## config.mk

```make
export PLATFORM = sky130hd
export DESIGN_NAME = wave_pick
export DESIGN_NICKNAME = d
export VERILOG_FILES = /design/src/rtl/wave_pick_pkg.sv /design/src/rtl/wave_pick_ctrl.sv /design/src/rtl/wave_pick_dp.sv /design/src/rtl/wave_pick.sv
export SDC_FILE = /design/constraint.sdc
export NUM_CORES = 1
export LEC_CHECK = 0
export CAP_MARGIN = 20
export CORE_AREA = 3 3 154 156
export CTS_BUF_LIST = sky130_fd_sc_hd__clkbuf_8
export DETAILED_ROUTE_END_ITERATION = 10
export DIE_AREA = 0 0 157 159
export PLACE_DENSITY = 0.65
export SYNTH_ARGS = -nofsm -noshare
export SYNTH_HDL_FRONTEND = slang
export SYNTH_HIERARCHICAL = 1
export SYNTH_SLANG_ARGS = --single-unit
```

## constraint.sdc

```tcl
create_clock -name clk -period 4.3 [get_ports clk]
set_input_delay 0.645 -clock clk [delete_from_list [all_inputs] [get_ports clk]]
set_output_delay 0.645 -clock clk [all_outputs]
set_load 0.05 [all_outputs]
```

## src/rtl/wave_pick_pkg.sv

```systemverilog
`timescale 1ns/1ps
package wave_pick_pkg;
  localparam int NUM_PHASE = 3;
  localparam int NUM_KIND  = 5;
  localparam logic [1:0] PHASE_RSV = 2'b11;
  localparam logic [2:0] KIND_MAX  = 3'd4;

  // mode byte layout, bit 7 down to bit 0
  typedef struct packed {
    logic       pulseApp;
    logic [1:0] rate;
    logic [2:0] kind;
    logic [1:0] phase;
  } modeByte_t;

  // strobes from control to datapath
  typedef struct packed {
    logic       fire;
    logic       legal;
    logic [1:0] phase;
    logic [2:0] kind;
  } tapCtl_t;
endpackage

```

## src/rtl/wave_pick_ctrl.sv

```systemverilog
`timescale 1ns/1ps
module wave_pick_ctrl
  import wave_pick_pkg::*;
#(
  parameter int PRE_DIV  = 3,
  parameter int BASE_DIV = 128
) (
  input  logic       clk,
  input  logic       rstN,
  input  logic       modeWr,
  input  logic [7:0] modeIn,
  output tapCtl_t    ctl,
  output logic       pulseSelApp
);
  localparam int PRE_W = (PRE_DIV > 1) ? $clog2(PRE_DIV) : 1;
  localparam int DEC_W = $clog2(BASE_DIV * 8);
  localparam logic [PRE_W-1:0] PRE_LAST = PRE_W'(PRE_DIV - 1);
  localparam logic [DEC_W-1:0] BASE_L   = DEC_W'(BASE_DIV);

  modeByte_t         modeReg;
  modeByte_t         modeNew;
  logic [PRE_W-1:0]  preCnt;
  logic [DEC_W-1:0]  decCnt;
  logic [DEC_W-1:0]  decLast;
  logic              preTick;
  logic              restart;
  logic              phaseOk;
  logic              kindOk;

  assign modeNew = modeByte_t'(modeIn);

  always_ff @(posedge clk) begin
    if (!rstN)       modeReg <= '0;
    else if (modeWr) modeReg <= modeNew;
  end

  assign restart = modeWr && (modeNew.rate != modeReg.rate);
  assign decLast = (BASE_L << modeReg.rate) - 1'b1;
  assign preTick = (preCnt == PRE_LAST);

  always_ff @(posedge clk) begin
    if (!rstN || restart) begin
      preCnt <= '0;
      decCnt <= '0;
    end else if (preTick) begin
      preCnt <= '0;
      decCnt <= (decCnt == decLast) ? '0 : decCnt + 1'b1;
    end else begin
      preCnt <= preCnt + 1'b1;
    end
  end

  assign phaseOk = (modeReg.phase != PHASE_RSV);
  assign kindOk  = (modeReg.kind <= KIND_MAX);

  always_comb begin
    ctl.fire  = preTick && (decCnt == decLast) && !restart;
    ctl.legal = phaseOk && kindOk;
    ctl.phase = modeReg.phase;
    ctl.kind  = modeReg.kind;
  end

  assign pulseSelApp = modeReg.pulseApp;


  pre_range_chk: assert property (@(posedge clk) disable iff (!rstN)
    preCnt <= PRE_LAST);


  dec_range_chk: assert property (@(posedge clk) disable iff (!rstN)
    decCnt <= decLast);


  rate_restart_chk: assert property (@(posedge clk) disable iff (!rstN)
    restart |=> (preCnt == '0 && decCnt == '0));
endmodule

```

## src/rtl/wave_pick_dp.sv

```systemverilog
`timescale 1ns/1ps
module wave_pick_dp
  import wave_pick_pkg::*;
#(
  parameter int SAMPLE_W = 24
) (
  input  logic                          clk,
  input  logic                          rstN,
  input  tapCtl_t                       ctl,
  input  logic [NUM_PHASE*SAMPLE_W-1:0] curIn,
  input  logic [NUM_PHASE*SAMPLE_W-1:0] voltIn,
  input  logic [NUM_PHASE*SAMPLE_W-1:0] actIn,
  input  logic [NUM_PHASE*SAMPLE_W-1:0] reactIn,
  input  logic [NUM_PHASE*SAMPLE_W-1:0] appIn,
  output logic [SAMPLE_W-1:0]           sampleOut,
  output logic                          sampleValid
);
  localparam int BUS_W = NUM_PHASE * SAMPLE_W;

  logic [BUS_W-1:0]    busByKind [NUM_KIND];
  logic [SAMPLE_W-1:0] lanes     [NUM_KIND][4];
  logic [SAMPLE_W-1:0] pick;

  assign busByKind[0] = curIn;
  assign busByKind[1] = voltIn;
  assign busByKind[2] = actIn;
  assign busByKind[3] = reactIn;
  assign busByKind[4] = appIn;

  for (genvar k = 0; k < NUM_KIND; k++) begin : g_kind
    for (genvar p = 0; p < 4; p++) begin : g_phase
      if (p < NUM_PHASE) begin : g_live
        assign lanes[k][p] = busByKind[k][p*SAMPLE_W +: SAMPLE_W];
      end else begin : g_pad
        assign lanes[k][p] = '0;
      end
    end
  end

  always_comb begin
    pick = '0;
    if (ctl.kind <= KIND_MAX) pick = lanes[ctl.kind][ctl.phase];
  end

  always_ff @(posedge clk) begin
    if (!rstN || !ctl.legal) begin
      sampleOut   <= '0;
      sampleValid <= 1'b0;
    end else if (ctl.fire) begin
      sampleOut   <= pick;
      sampleValid <= 1'b1;
    end else begin
      sampleValid <= 1'b0;
    end
  end


  valid_single_chk: assert property (@(posedge clk) disable iff (!rstN)
    sampleValid |=> !sampleValid);


  valid_src_chk: assert property (@(posedge clk) disable iff (!rstN)
    sampleValid |-> $past(ctl.fire));


  hold_between_chk: assert property (@(posedge clk) disable iff (!rstN)
    (ctl.legal && !ctl.fire) |=> $stable(sampleOut));


  rsv_quiet_chk: assert property (@(posedge clk) disable iff (!rstN)
    !ctl.legal |=> (!sampleValid && sampleOut == '0));
endmodule

```

## src/rtl/wave_pick.sv

```systemverilog
`timescale 1ns/1ps
module wave_pick
  import wave_pick_pkg::*;
#(
  parameter int SAMPLE_W = 24,
  parameter int PRE_DIV  = 3,
  parameter int BASE_DIV = 128
) (
  input  logic                          clk,
  input  logic                          rstN,
  input  logic                          modeWr,
  input  logic [7:0]                    modeIn,
  input  logic [NUM_PHASE*SAMPLE_W-1:0] curIn,
  input  logic [NUM_PHASE*SAMPLE_W-1:0] voltIn,
  input  logic [NUM_PHASE*SAMPLE_W-1:0] actIn,
  input  logic [NUM_PHASE*SAMPLE_W-1:0] reactIn,
  input  logic [NUM_PHASE*SAMPLE_W-1:0] appIn,
  output logic [SAMPLE_W-1:0]           sampleOut,
  output logic                          sampleValid,
  output logic                          pulseSelApp
);
  tapCtl_t ctl;

  wave_pick_ctrl #(
    .PRE_DIV (PRE_DIV),
    .BASE_DIV(BASE_DIV)
  ) u_ctrl (
    .clk        (clk),
    .rstN       (rstN),
    .modeWr     (modeWr),
    .modeIn     (modeIn),
    .ctl        (ctl),
    .pulseSelApp(pulseSelApp)
  );

  wave_pick_dp #(
    .SAMPLE_W(SAMPLE_W)
  ) u_dp (
    .clk        (clk),
    .rstN       (rstN),
    .ctl        (ctl),
    .curIn      (curIn),
    .voltIn     (voltIn),
    .actIn      (actIn),
    .reactIn    (reactIn),
    .appIn      (appIn),
    .sampleOut  (sampleOut),
    .sampleValid(sampleValid)
  );
endmodule

```

# Word-level counts from Yosys, hierarchy flattened
# Cells that the tools add are included.
[totals] reg_bits=45 input_bits=371 output_inout_bits=26 word_cells=40
[op_classes] n_addsub=3 order_cmp=3 eq_ne=4 n_shift=1 mux=9 bitwise=2 n_reduce_logical=10
[ops] cell="binary-select mux 96 bit (select 3 bit)" count=1
[ops] cell="two-way mux 96 bit" count=2
[ops] cell="two-way mux 24 bit" count=3
[ops] cell="binary-select mux 24 bit (select 2 bit)" count=1
[ops] cell="adder 10 x 1 -> 10 bit (second input constant)" count=1
[ops] cell="equality test 10 bit" count=1
[ops] cell="two-way mux 10 bit" count=1
[ops] cell="left shift 8 x 2 -> 10 bit (first input constant)" count=1
[ops] cell="subtractor 10 x 1 -> 10 bit (second input constant)" count=1
[ops] cell=">= comparator 4 bit (second input constant)" count=1
[ops] cell="logical AND 1 bit" count=4
[ops] cell="inverter 3 -> 4 bit" count=1
[ops] cell=">= comparator 3 bit (second input constant)" count=1
[ops] cell="<= comparator 3 bit (second input constant)" count=1
[ops] cell="logical NOT 1 bit" count=3
[ops] cell="inverter 2 -> 3 bit" count=1
[ops] cell="adder 2 x 1 -> 2 bit (second input constant)" count=1
[ops] cell="equality test 2 bit (second input constant)" count=1
[ops] cell="logical OR 1 bit" count=2
[ops] cell="!= test 2 bit" count=1
[ops] cell="!= test 2 bit (second input constant)" count=1
[ops] cell="OR reduction 2 bit" count=1
[ops] cell="two-way mux 1 bit" count=1

# Depth between registers and ports, before layout
[logic_depth] word_depth=8 ltp_mapped=9 depth_no_buf=8

# Cells and area by module
# The synthesis kept the hierarchy.
[by_module_without_submodules] mod="wave_pick_dp" instances=1 cells_per_inst=393 area_per_inst_um2=3885.0 seq_area_each_um2=500.5
[by_module_without_submodules] mod="wave_pick_ctrl" instances=1 cells_per_inst=102 area_per_inst_um2=989.7 seq_area_each_um2=400.4

# Least setup slack after synthesis
# OpenSTA, ideal clock, no wires.
[synth_path] path_type="input -> register" startpoint="in modeWr" endpoint="reg u_dp.sampleOut[21]" setup_time_ps=117 arrival_ps=2196 required_time_ps=4183 slack_ps=1987 path_stages=8 path_buffers=2 path_cell_list="buf_2 > o21ai_2 > and3_2 > and3_1 > nand2_1 > clkbuf_1 > a211oi_1 > a32o_1"
[synth_rtl] element="start: declaration" line="wave_pick.sv:11" rtl="input logic modeWr,"
[synth_rtl] element="end signal: assignment" line="wave_pick_dp.sv:50" rtl="sampleOut <= pick;"
[synth_rtl] element="end: declaration" line="wave_pick_dp.sv:15" rtl="output logic [SAMPLE_W-1:0] sampleOut,"

# Final worst setup path
[layout_path] startpoint="reg u_ctrl.modeReg, in the netlist u_ctrl/ctl[2]" endpoint="reg u_dp.sampleOut[8]"
[layout_between] elab_chain_len=8 elab_cells_between_ends=12 classes_between="1 x order compare; 7 x mux; 1 x bitwise; 3 x reduce/logical"
[layout_lines] element="start: declaration" line="wave_pick_ctrl.sv:20" rtl="modeByte_t modeReg;"
[layout_lines] element="start signal: assignment" line="wave_pick_ctrl.sv:34" rtl="else if (modeWr) modeReg <= modeNew;"
[layout_lines] element="inverter 3 -> 4 bit (not written as such)" line="wave_pick_dp.sv:42" rtl="if (ctl.kind <= KIND_MAX) pick = lanes[ctl.kind][ctl.phase];"
[layout_lines] element="binary-select mux 96 bit (select 3 bit)" line="wave_pick_dp.sv:42"
[layout_lines] element="two-way mux 96 bit (not written as such) (2 in a row)" line="wave_pick_dp.sv:42"
[layout_lines] element="binary-select mux 24 bit (select 2 bit)" line="wave_pick_dp.sv:42"
[layout_lines] element="two-way mux 24 bit (not written as such) (2 in a row)" line="wave_pick_dp.sv:42"
[layout_lines] element="two-way mux 24 bit" line="wave_pick_dp.sv:42"
# Parallel ways exist; a longest one is shown, timed or not. The select of a mux whose other input is x is not followed.
# A chain may end at the register's enable or synchronous reset.

==> results.toml <==
[run_status]
status = "finished clean"

[clocking]
numCtsBuffers = 5
cts_root_buf = "clkbuf_8"
clock_latency_ns = 0.31
path_clk_slew_ns = 0.11
clkSinkCount = 45
cts_resized = 0
cts_tree = "done"
clock_path_buffers = 2
cts_htree_levels = 2
hold_buffers = 0
post_cts_buffers = 0

[power]
power.leakage_nw = 3.31
irDropWorstVdd_uv = 120
p_per_area_nw_per_um2 = 167
power.total_mw = 1.53

[floorplanning]
dieArea_um2 = 25000
core-area_um2 = 22500
ioPinCount = 397
die_w_um = 157
die_h_um = 159
rows = 55
start_util_pct = 21.7

[run]
cap_violations = 0

[global_route]
grt_max_degree = 46
grt_overflow = 0
grt_use_total_pct = 19.3
grt_pass1_vias = 5873
antenna_found_initial = 0
grt_pass1_wl_um = 36700

[worst_setup_path]
required_ns = 4.56
path_class = "flip-flop to flip-flop"
worstPathArrival_ns = 3.17
start_kind = "flip-flop"
cp_max_fo = 27
worstSetupEndpointType = "flip-flop"

[timing]
finalHoldViolations = 0
slew_violations = 0
finClkSkew_ns = 0.00530
setup_viol = 0
slew_headroom_pct = 45.3
min_period_ns = 2.91
setup_ws_ns = 1.39
setup_tns_ns = 0
tightest_slew_ns = 0.818
post-route-period-util_pct = 67.7
rsz0062_at_grt = "no"
timing.fmax_ghz = 0.344

[placed_design]
place_inst = 1129
io_buffers = 396
gp_congestion = 0.859
place_worst_setup_slack_ns = 1.18
detailed_place_hpwl_um = 19900

[cells_and_area]
fin_cells = 1138
area_growth_pct = 88.0
fillCellCount = 2229
fin_nets = 1225
fin_util_pct = 40.7
drive_gt1_share_pct = 15.7
antenna_cells = 0

[worst_hold_path]
worstHoldPathType = "flip-flop to flip-flop"

[synth]
synth-seq-cells = 45
ys_seq_area_share_pct = 18.5
synth_area_um2 = 4870
syn_avg_cell_area_um2 = 9.85
synthCells = 495
synth_cell_types = 48
syn_nets = 868
yosys_warnings = 6
synth_ff_type = "dfxtp_1"
synth_async_sr_flop_share_pct = 0
synth_edf_count = 0

[routing]
drt_pre_antenna_iters = 4
vias_per_cell = 4.96
wl_per_cell_um = 22.5
drt-initial-drc-count = 408
detail_route.wirelength_um = 25600
ant_nets = 0
via_count = 5639
drc_errors = 0
cells in the mapped netlist, types with 2 or more instances:
| cell | number | area (um2) |
|---|---|---|
| mux2_2 | 46 | 518 |
| ha_1 | 2 | 25.0 |
| nand4_1 | 2 | 12.5 |
| buf_6 | 4 | 45.0 |
| xnor2_1 | 3 | 26.3 |
| a21oi_1 | 2 | 10.0 |
| clkbuf_1 | 21 | 78.8 |
| o21ai_2 | 2 | 17.5 |
| and3_1 | 2 | 12.5 |
| a2111oi_2 | 9 | 135 |
| o22ai_1 | 23 | 144 |
| a22o_1 | 23 | 201 |
| buf_4 | 9 | 67.6 |
| dfxtp_1 | 45 | 901 |
| nor3_1 | 9 | 45.0 |
| buf_2 | 15 | 75.1 |
| nor2b_1 | 12 | 75.1 |
| nand3b_1 | 2 | 15.0 |
| nor2_1 | 31 | 116 |
| a211oi_1 | 2 | 15.0 |
| a221o_1 | 24 | 240 |
| inv_1 | 49 | 184 |
| a2111oi_1 | 10 | 100 |
| mux2i_1 | 32 | 320 |
| a2111oi_0 | 4 | 35.0 |
| nand3_1 | 2 | 10.0 |
| mux4_2 | 48 | 1080 |
| nand2_1 | 32 | 120 |
| buf_1 | 4 | 15.0 |
| xor2_1 | 8 | 70.1 |
power by group:
| part | internal [mW] | leakage, nW | switching [mW] |
|---|---|---|---|
| sequential | 0.423 | 0.367 | 0.0412 |
| clock | 0.179 | 0.0603 | 0.189 |
| combinational | 0.475 | 2.89 | 0.223 |
layout by cell type (no fill, tap or decap), types with 8 or more instances in the layout:
cell type          n
mux2_2            46
a2111oi_2          9
a22o_1            23
dfxtp_1           40
nor2_1            29
mux4_2            48
a221o_1           24
xor2_1             8
clkdlybuf4s50_1  396
o22ai_1           23
nand2_1           31
nor2b_1           12
inv_1             49
nor3_1             9
mux2i_1           32
a2111oi_1         10
cell type report:
class / instances / area, um2 / share of cell area [%]
flip-flops and latches: 45 / 912 / 9.95
clock buffers: 5 / 68.8 / 0.751
inverters: 49 / 184 / 2.01
well taps: 285 / 357 / 3.89
multi-input cells: 347 / 3520 / 38.4
clock inverters: 3 / 50.0 / 0.546
repair buffers: 404 / 4070 / 44.4
layer usage:
| metal | GRT usage, % | share of wire, % | vias to the layer above |
|---|---|---|---|
| met4 | 1.87 | 0.54 | 0 |
| met1 | 24.8 | 41 | 2746 |
| met2 | 34.1 | 50 | 267 |
| met5 | 0 | 0 | - |
| li1 | - | - | 2614 |
| met3 | 4.21 | 8.3 | 12 |
path summary, 6_finish.rpt:
kind,startpoint,endpoint,slack (ns),cells past startpoint
setup / recovery,u_ctrl/ctl[2]$_SDFFE_PN0P_,u_dp/sampleOut[8]$_SDFFE_PP0P_,1.39,6
hold / removal,u_ctrl/preCnt[0]$_SDFF_PP0_,u_ctrl/preCnt[0]$_SDFF_PP0_,0.44,1
setup reg to reg,u_ctrl/ctl[2]$_SDFFE_PN0P_,u_dp/sampleOut[8]$_SDFFE_PP0P_,1.39,6
hold reg to reg,u_ctrl/preCnt[0]$_SDFF_PP0_,u_ctrl/preCnt[0]$_SDFF_PP0_,0.44,1
flip-flops by register name (all words and copies together) (netlist names):
register	flops
u_ctrl/ctl	5
u_ctrl/decCnt	10
u_ctrl/modeReg	2
u_ctrl/preCnt	2
u_ctrl/pulseSelApp	1
u_dp/sampleOut	24
u_dp/sampleValid	1
critical path: stages (launching register included):
cell,delay [ns]
dfxtp_4,0.65
buf_4,0.51
nand3b_1,0.51
buf_4,0.37
o22ai_1,0.17
a2111oi_1,0.41
a22o_1,0.19
stage by stage:
stage	hold slack [ns]	instance area [um2]
floorplan	0.397	4870
global placement	0.409	8990
detailed placement	0.433	9030
CTS	0.449	9150
global route	0.476	9160
finish	0.440	9160
cells by family (layout without fill, tap and decap cells):
| group | after synthesis | after routing | share of synthesized area [%] |
|---|---|---|---|
| fa+ha+maj | 2 | 2 | 0.513 |
| compound gates | 106 | 106 | 20.0 |
| xor+xnor | 11 | 11 | 1.98 |
| flops | 45 | 45 | 18.5 |
| simple gates | 102 | 102 | 9.96 |
| buf+inv | 103 | 461 | 9.65 |
| mux | 126 | 126 | 39.4 |
No activity file was read; power rests on OpenSTA's default activity.
